<file path="src/rtl/intr_pend_pkg.sv">
package intr_pend_pkg;

  // Cause positions used by the unit (12 low bits carry all causes)
  localparam int CAUSE_SPAN = 12;
  localparam logic [CAUSE_SPAN-1:0] LEVEL_USER_BITS = 12'h111;
  localparam logic [CAUSE_SPAN-1:0] LEVEL_SUP_BITS  = 12'h222;
  localparam logic [CAUSE_SPAN-1:0] LEVEL_MACH_BITS = 12'h888;
  localparam logic [CAUSE_SPAN-1:0] IMPL_BITS =
    LEVEL_USER_BITS | LEVEL_SUP_BITS | LEVEL_MACH_BITS;

  // Strobes from control to datapath
  typedef struct packed {
    logic setOk;   // apply single-bit post
    logic clrOk;   // apply single-bit clear
    logic wipe;    // zero the pending register
    logic ldPend;  // replace pending with write data
    logic ldEnab;  // replace enable with write data
  } irq_strobe_t;

endpackage

</file>
<file path="src/rtl/intr_pend_ctrl.sv">
module intr_pend_ctrl
  import intr_pend_pkg::*;
(
  input  logic        postValid,
  input  logic        clearValid,
  input  logic        clearAll,
  input  logic        wrPend,
  input  logic        wrEnab,
  output irq_strobe_t strobe
);

  // Precedence: word write > clear-all > per-bit post/clear
  always_comb begin
    strobe.ldPend = wrPend;
    strobe.ldEnab = wrEnab;
    strobe.wipe   = clearAll && !wrPend;
    strobe.setOk  = postValid && !clearAll && !wrPend;
    strobe.clrOk  = clearValid && !clearAll && !wrPend;
  end

endmodule

</file>
<file path="src/rtl/intr_pend_prio.sv">
module intr_pend_prio #(
  parameter int WIDTH  = 32,
  parameter int CODE_W = 4
) (
  input  logic [WIDTH-1:0]  qual,
  output logic              hit,
  output logic [CODE_W-1:0] code
);

  localparam int SCAN = (WIDTH < (1 << CODE_W)) ? WIDTH : (1 << CODE_W);

  assign hit = |qual;

  // Scan downwards so the lowest set index is the last one written
  always_comb begin
    code = '0;
    for (int i = SCAN - 1; i >= 0; i--) begin
      if (qual[i]) code = i[CODE_W-1:0];
    end
  end

endmodule

</file>
<file path="src/rtl/intr_pend_dp.sv">
module intr_pend_dp
  import intr_pend_pkg::*;
#(
  parameter int XLEN  = 32,
  parameter int IDX_W = $clog2(XLEN)
) (
  input  logic             clk,
  input  logic             rst_n,
  input  irq_strobe_t      strobe,
  input  logic [IDX_W-1:0] postIdx,
  input  logic [IDX_W-1:0] clearIdx,
  input  logic [XLEN-1:0]  wrData,
  input  logic [2:0]       levelEn,   // {mach, sup, user}
  input  logic [IDX_W-1:0] probeIdx,
  output logic [XLEN-1:0]  pendQ,
  output logic [XLEN-1:0]  enabQ,
  output logic [XLEN-1:0]  qualVec,
  output logic             probeHit
);

  localparam logic [XLEN-1:0] IMPL = XLEN'(IMPL_BITS);
  localparam logic [XLEN-1:0] ONE  = XLEN'(1);
  localparam logic [CAUSE_SPAN-1:0] LEVEL_TAB [3] =
    '{LEVEL_USER_BITS, LEVEL_SUP_BITS, LEVEL_MACH_BITS};

  logic [XLEN-1:0] pendNext, enabNext, setVec, clrVec, globMask;
  logic [XLEN-1:0] levelPart [3];

  // Per-level contribution to the global mask
  genvar lv;
  generate
    for (lv = 0; lv < 3; lv++) begin : g_level
      assign levelPart[lv] = levelEn[lv] ? XLEN'(LEVEL_TAB[lv]) : '0;
    end
  endgenerate
  assign globMask = levelPart[0] | levelPart[1] | levelPart[2];

  assign setVec = strobe.setOk ? (ONE << postIdx)  : '0;
  assign clrVec = strobe.clrOk ? (ONE << clearIdx) : '0;

  always_comb begin
    if (strobe.ldPend)    pendNext = wrData & IMPL;
    else if (strobe.wipe) pendNext = '0;
    else                  pendNext = ((pendQ | setVec) & ~clrVec) & IMPL;
    enabNext = strobe.ldEnab ? (wrData & IMPL) : enabQ;
  end

  always_ff @(posedge clk) begin
    if (!rst_n) begin
      pendQ <= '0;
      enabQ <= '0;
    end else begin
      pendQ <= pendNext;
      enabQ <= enabNext;
    end
  end

  assign qualVec  = pendQ & enabQ & globMask;
  assign probeHit = pendQ[probeIdx] & enabQ[probeIdx];

  AST_UNIMPL_ZERO: assert property (@(posedge clk) disable iff (!rst_n)
    ((pendQ | enabQ) & ~IMPL) == '0);

  AST_WIPE_EMPTIES: assert property (@(posedge clk) disable iff (!rst_n)
    (strobe.wipe) |=> (pendQ == '0));

  AST_ENAB_HOLDS: assert property (@(posedge clk) disable iff (!rst_n)
    (!strobe.ldEnab) |=> $stable(enabQ));

endmodule

</file>
<file path="src/rtl/intr_pend_unit.sv">
module intr_pend_unit
  import intr_pend_pkg::*;
#(
  parameter int XLEN   = 32,
  parameter int CODE_W = 4,
  localparam int IDX_W = $clog2(XLEN)
) (
  input  logic              clk,
  input  logic              rst_n,
  input  logic              postValid,
  input  logic [IDX_W-1:0]  postIdx,
  input  logic              clearValid,
  input  logic [IDX_W-1:0]  clearIdx,
  input  logic              clearAll,
  input  logic              wrPend,
  input  logic              wrEnab,
  input  logic [XLEN-1:0]   wrData,
  input  logic              glbMachEn,
  input  logic              glbSupEn,
  input  logic              glbUserEn,
  input  logic [IDX_W-1:0]  probeIdx,
  output logic [XLEN-1:0]   pendWord,
  output logic [XLEN-1:0]   enabWord,
  output logic              probeHit,
  output logic              irqReq,
  output logic [CODE_W-1:0] causeCode
);

  irq_strobe_t     strobe;
  logic [XLEN-1:0] qualVec;

  intr_pend_ctrl u_ctrl (
    .postValid (postValid),
    .clearValid(clearValid),
    .clearAll  (clearAll),
    .wrPend    (wrPend),
    .wrEnab    (wrEnab),
    .strobe    (strobe)
  );

  intr_pend_dp #(.XLEN(XLEN), .IDX_W(IDX_W)) u_dp (
    .clk     (clk),
    .rst_n   (rst_n),
    .strobe  (strobe),
    .postIdx (postIdx),
    .clearIdx(clearIdx),
    .wrData  (wrData),
    .levelEn ({glbMachEn, glbSupEn, glbUserEn}),
    .probeIdx(probeIdx),
    .pendQ   (pendWord),
    .enabQ   (enabWord),
    .qualVec (qualVec),
    .probeHit(probeHit)
  );

  intr_pend_prio #(.WIDTH(XLEN), .CODE_W(CODE_W)) u_prio (
    .qual(qualVec),
    .hit (irqReq),
    .code(causeCode)
  );

  // Checks across datapath and encoder outputs
  localparam logic [XLEN-1:0] IMPL_W = XLEN'(IMPL_BITS);
  logic [XLEN-1:0] belowCode;
  logic [XLEN-1:0] chkMask;
  always_comb begin
    belowCode = (XLEN'(1) << causeCode) - XLEN'(1);
    chkMask = (glbMachEn ? XLEN'(LEVEL_MACH_BITS) : '0)
            | (glbSupEn  ? XLEN'(LEVEL_SUP_BITS)  : '0)
            | (glbUserEn ? XLEN'(LEVEL_USER_BITS) : '0);
  end

  AST_CAUSE_QUALIFIES: assert property (@(posedge clk) disable iff (!rst_n)
    irqReq |-> (pendWord[causeCode] && enabWord[causeCode] && chkMask[causeCode]));

  AST_CAUSE_LOWEST: assert property (@(posedge clk) disable iff (!rst_n)
    irqReq |-> ((pendWord & enabWord & chkMask & belowCode) == '0));

  AST_IDLE_CODE_ZERO: assert property (@(posedge clk) disable iff (!rst_n)
    !irqReq |-> (causeCode == '0));

  AST_POST_LANDS: assert property (@(posedge clk) disable iff (!rst_n)
    (postValid && !clearAll && !wrPend && IMPL_W[postIdx] &&
     !(clearValid && clearIdx == postIdx)) |=> pendWord[$past(postIdx)]);

  AST_PEND_WRITE: assert property (@(posedge clk) disable iff (!rst_n)
    wrPend |=> (pendWord == ($past(wrData) & IMPL_W)));

endmodule

</file>
<file path="config.mk">
export PLATFORM = sky130hd
export DESIGN_NAME = intr_pend_unit
export DESIGN_NICKNAME = d
export VERILOG_FILES = /design/src/rtl/intr_pend_pkg.sv /design/src/rtl/intr_pend_ctrl.sv /design/src/rtl/intr_pend_prio.sv /design/src/rtl/intr_pend_dp.sv /design/src/rtl/intr_pend_unit.sv
export SDC_FILE = /design/constraint.sdc
export NUM_CORES = 1
export LEC_CHECK = 0
export CORE_MARGIN = 2
export CORE_UTILIZATION = 36
export DETAILED_ROUTE_END_ITERATION = 10
export PLACE_DENSITY = 0.86
export SETUP_SLACK_MARGIN = 0.2
export SYNTH_ARGS = -nofsm -noshare
export SYNTH_HDL_FRONTEND = slang
export SYNTH_HIERARCHICAL = 1
export SYNTH_SLANG_ARGS = --single-unit
</file>
<file path="constraint.sdc">
create_clock -name clk -period 2.3 [get_ports clk]
set_clock_uncertainty 0.2 [all_clocks]
set_input_delay 0.345 -clock clk [delete_from_list [all_inputs] [get_ports clk]]
set_output_delay 0.345 -clock clk [all_outputs]
set_load 0.05 [all_outputs]
</file>
; After elaboration in Yosys (flattened, before gate mapping)
; Cells that the tools add are included.
[totals]
out_inout_bits = 70
inputBits = 57
ff_bits = 21
elab_cells = 51
[op_classes]
magnitude_cmp = 1
bitwise = 9
shift = 2
muxes = 27
n_reduce_logical = 9
[ops]
columns = operator, count
row1 = $mux W4, 16
row2 = $mux W12, 5
row3 = $and A32 B32 Y32, 1
row4 = $or A32 B32 Y32, 1
row5 = $or A9 B32 Y32, 1
row6 = $reduce_or A32 Y1, 1
row7 = $and A12 B12 Y12, 2
row8 = $shl A1 B5 Y12 const A, 2
row9 = $not A12 Y12, 1
row10 = $or A12 B12 Y12, 1
row11 = $bmux W1 S5, 2
row12 = $mux W10, 1
row13 = $mux W9, 1
row14 = $lt A5 B6 Y1 const B, 1
row15 = $logic_and A1 B1 Y1, 5
row16 = $logic_not A1 Y1, 2
row17 = $mux W1, 2
row18 = $reduce_or A2 Y1, 1
row19 = $and A1 B1 Y1, 1
row20 = $not A1 Y1, 1

; Depth between registers and ports, before layout
[depth]
ltp_word = 20
ltp_mapped = 5

; Modules after synthesis
; The synthesis kept the hierarchy.
[by_module_without_submodules]
columns = module, instances, seq_area_each_um2, area_per_inst_um2, cells_each
row1 = intr_pend_dp, 1, 360.3, 1552.7, 191
row2 = intr_pend_prio, 1, 0.0, 236.5, 38
row3 = intr_pend_ctrl, 1, 0.0, 38.8, 5

; Least setup slack after synthesis
; Ideal clock, no wire load.
[synth_path]
path_kind = reg-to-output
from = reg u_dp.pendQ[8]
to = out probeHit
required_time_ps = 1755
stages_incl_launch_ff = 5
t_arrival_ps = 2241
slack_ps = -486
cell_sequence = dfxtp_1 nand2_1 o41ai_1 a31oi_1 a211oi_1
[synth_via]
elab_chain_len = 3
[synth_rtl]
columns = element, line_no
row1 = from (decl), intr_pend_dp.sv:15  ; output logic [XLEN-1:0] pendQ,
row2 = from (signal assigned), intr_pend_dp.sv:53  ; pendQ <= pendNext;
row3 = $bmux W1 S5, intr_pend_dp.sv:59  ; assign probeHit = pendQ[probeIdx] & enabQ[probeIdx];
row4 = $mux W1 (not written as such), intr_pend_dp.sv:59
row5 = $and A1 B1 Y1, intr_pend_dp.sv:59
row6 = to (decl), intr_pend_unit.sv:24  ; output logic probeHit,
; No other way between the ends. The select of a mux whose other input is x is not followed.

; Worst setup path in the final report
[layout_path]
from = reg u_dp.pendQ[11]
to = out irqReq
[layout_via]
elab_chain_len = 3
[layout_rtl]
columns = element, line_no
row1 = $and A12 B12 Y12, intr_pend_dp.sv:58  ; assign qualVec = pendQ & enabQ & globMask;
row2 = $and A32 B32 Y32, intr_pend_dp.sv:58
row3 = via qualVec[11], intr_pend_unit.sv:30  ; logic [XLEN-1:0] qualVec;
row4 = $reduce_or A32 Y1, intr_pend_prio.sv:12  ; assign hit = |qual;
row5 = to (decl), intr_pend_unit.sv:25  ; output logic irqReq,
; The timed path passes the listed nets, and every way through them passes these cells.

==> run metrics <==
CP startpoint kind flop; Seq/Total Area, Yosys 19.7%; first-pass GRT wire length 6900 um; Syn Area/Cell 7.81 um^2; Peak VDD IR 0.292 mV; Worst Path Required 1750 ps; hpwl dp 3660 um; Critical R2R Capture u_dp/pendQ[5]; Arrival @ worst endpoint 1680 ps; max-cap violations 0; FF-to-FF setup slack 1120 ps; hold buffers post-CTS 0; Final Power 1.13 mW; part of the cycle the worst path needs 96.6%; Clk Latency, worst-skew pair 250 ps; worst slew pin tran 516 ps; max-slew violation count 0; Die Footprint 0.00566 mm^2; Post-synth top flop dfxtp_1; ant diodes 0; largest net degree at the start of global routing 11; Core Footprint 0.00482 mm^2; RePlAce Congestion 0.975; CTS buffer count 3; RSZ-0062 raised after global routing true; CP Capture Type primary output; drt total wl 4480 um; number of port buffers 57; synthesized area 0.00183 mm^2; Post-synth EDFFs 0; fraction of registers with async set/reset 0%; Pwr Density 436 mW/mm^2; status complete, no violations; clk slew on worst S/H paths 60 ps; CTS tree done; crit path capture irqReq; Pre-Repair DR Iteration Count 4; vias 1,684; Syn Inst Count 234; Crit Reg-Reg Startpoint u_dp/pendQ[5]; worst hold slack 357 ps; grt total ovfl 0; drt wl/cell 12.0 um; Area growth syn-to-layout 41.4%; post-synth cell types 46; Placement Rows 25; Final Non-Filler Cells 374; worst min path class reg2reg; FMAX 0.450 GHz; NumNets Final 365; vias in the first global route 1,532; Inst Count DP 364; crit path max fanout 2; Die H 75.3 um; clk sinks 18; antenna viol nets, final 0; number of vias per cell 4.50; Initial Util 37.9%; DR iter-0 viols 66; H-tree depth 1; Slew HR 65.5%; clk root buf clkbuf_8; Worst Setup SP u_dp/pendQ[11]; initial antenna violation count 0; total track usage 15.6%; Final Hold Violating Endpoints 0; Ys Warns 6; share of layout cells above drive strength 1 25.4%; clock buffer depth 2; Die Wd 75.3 um; IO Pins 127; Final Core Density 53.7%; # setup viols final 0; Tmin final 2220 ps; flops & latches, synth 18; P_leak 1.13 nW; Residual DRC 0; critical path class reg2out; R2R depth 3
==> through the flow <==
stage                     setup slack (ps)  setup TNS (ps)  area [um^2]
after detailed placement              -340            -753         2370
final                                 78.5               0         2580
after floorplan                      -18.2           -18.2         2120
after global placement                -310            -650         2370
after global routing                  9.50               0         2580
after CTS                             44.0               0         2550
==> cells by family (layout without fill, tap and decap cells) <==
kind of cell / after synthesis / after routing / share of synthesized area, %
AOI/OAI and AO/OA: 44 / 44 / 16.4
buffers and inverters: 84 / 89 / 32.2
muxes: 9 / 9 / 4.93
DFF: 18 / 18 / 19.7
other: 1 / 69 / 0.205
and+or+nand+nor: 78 / 78 / 26.6
==> how the worst min path moves through the flow <==
stage / cells past startpoint / end / startpoint / slack, ps
floorplan: 2 / u_dp/pendQ[3] / wrData[3] / 250
global placement: 2 / u_dp/enabQ[4] / u_dp/enabQ[4] / 320
detailed placement: 2 / u_dp/pendQ[7] / u_dp/pendQ[7] / 320
CTS: 2 / u_dp/enabQ[0] / u_dp/enabQ[0] / 360
global route: 2 / u_dp/enabQ[0] / u_dp/enabQ[0] / 380
finish: 2 / u_dp/enabQ[11] / u_dp/enabQ[11] / 360
==> area by class of cell <==
type,count,area [um^2]
clock buffer,4,55.1
fill,455,2230
inverter,9,33.8
multi-input combinational,200,1270
sequential,18,379
tap,67,83.8
timing repair buffer,76,766
==> critical path, stage by stage, from the launching register on <==
cell and delay [ps]:
dfxtp_4 340, and3_4 170, nor4_4 290, nand2_1 80, or3_4 380, buf_8 160
==> Yosys cell counts, types with 2 or more instances <==
master / instances / area share [%]
buf_4: 72 / 30
dfxtp_1: 18 / 20
nand2_1: 17 / 3.5
and3_1: 12 / 4.1
nor2_1: 10 / 2.1
inv_1: 9 / 1.8
mux2i_1: 9 / 4.9
nor2b_1: 9 / 3.1
a21oi_1: 8 / 2.2
o21ai_1: 8 / 2.2
a31oi_1: 7 / 2.4
nand3_1: 6 / 1.6
nor4_1: 4 / 1.4
nand2b_1: 3 / 1.0
o21ai_0: 3 / 0.82
o31ai_1: 3 / 1.2
a32o_1: 2 / 1.1
buf_2: 2 / 0.55
nor3b_1: 2 / 0.82
nor4_2: 2 / 1.4
o211ai_1: 2 / 0.82
o41ai_1: 2 / 0.96
==> what timing repair did <==
action	CTS	global route
endpoints found under the hold margin	0	0
pin swaps	13	9
cloned	0	0
setup endpoints to repair	6	7
setup buffers	6	0
gates resized for setup	29	13
==> routing by layer <==
metal / vias to the layer above / part of all wire, % / global-route usage, %
li1: 826 / - / -
met1: 765 / 38 / 19.0
met2: 90 / 54 / 28.7
met3: 3 / 7.0 / 1.87
met4: 0 / 0.69 / 4.48
met5: - / 0 / 0
==> flip-flops by register name, indices dropped and copies added, names as in the netlist <==
name / cells
u_dp/pendQ: 9
u_dp/enabQ: 9
==> layout by cell type, fill, tap and decap left out, types with 3 or more instances in the layout <==
cell type / instances
mux2i_1: 9
a21oi_1: 4
dlygate4sd2_1: 4
a21oi_2: 3
nand3_1: 6
o21ai_1: 9
nor2_2: 4
and3_1: 5
nand2b_1: 3
inv_1: 9
a31oi_1: 5
dfxtp_2: 12
nand2_1: 17
nor2_1: 6
and3_4: 7
clkdlybuf4s50_1: 44
dfxtp_1: 5
conb_1: 69
clkbuf_8: 4
nor2b_1: 9
buf_4: 18
buf_12: 5
nor4_1: 4
==> power by group <==
part           internal, mW  switching, mW  total [mW]
Sequential            0.332         0.0184       0.351
Combinational         0.165          0.358       0.523
Clock                 0.152          0.101       0.253
Note: power is estimated with default switching activity, not from simulation.
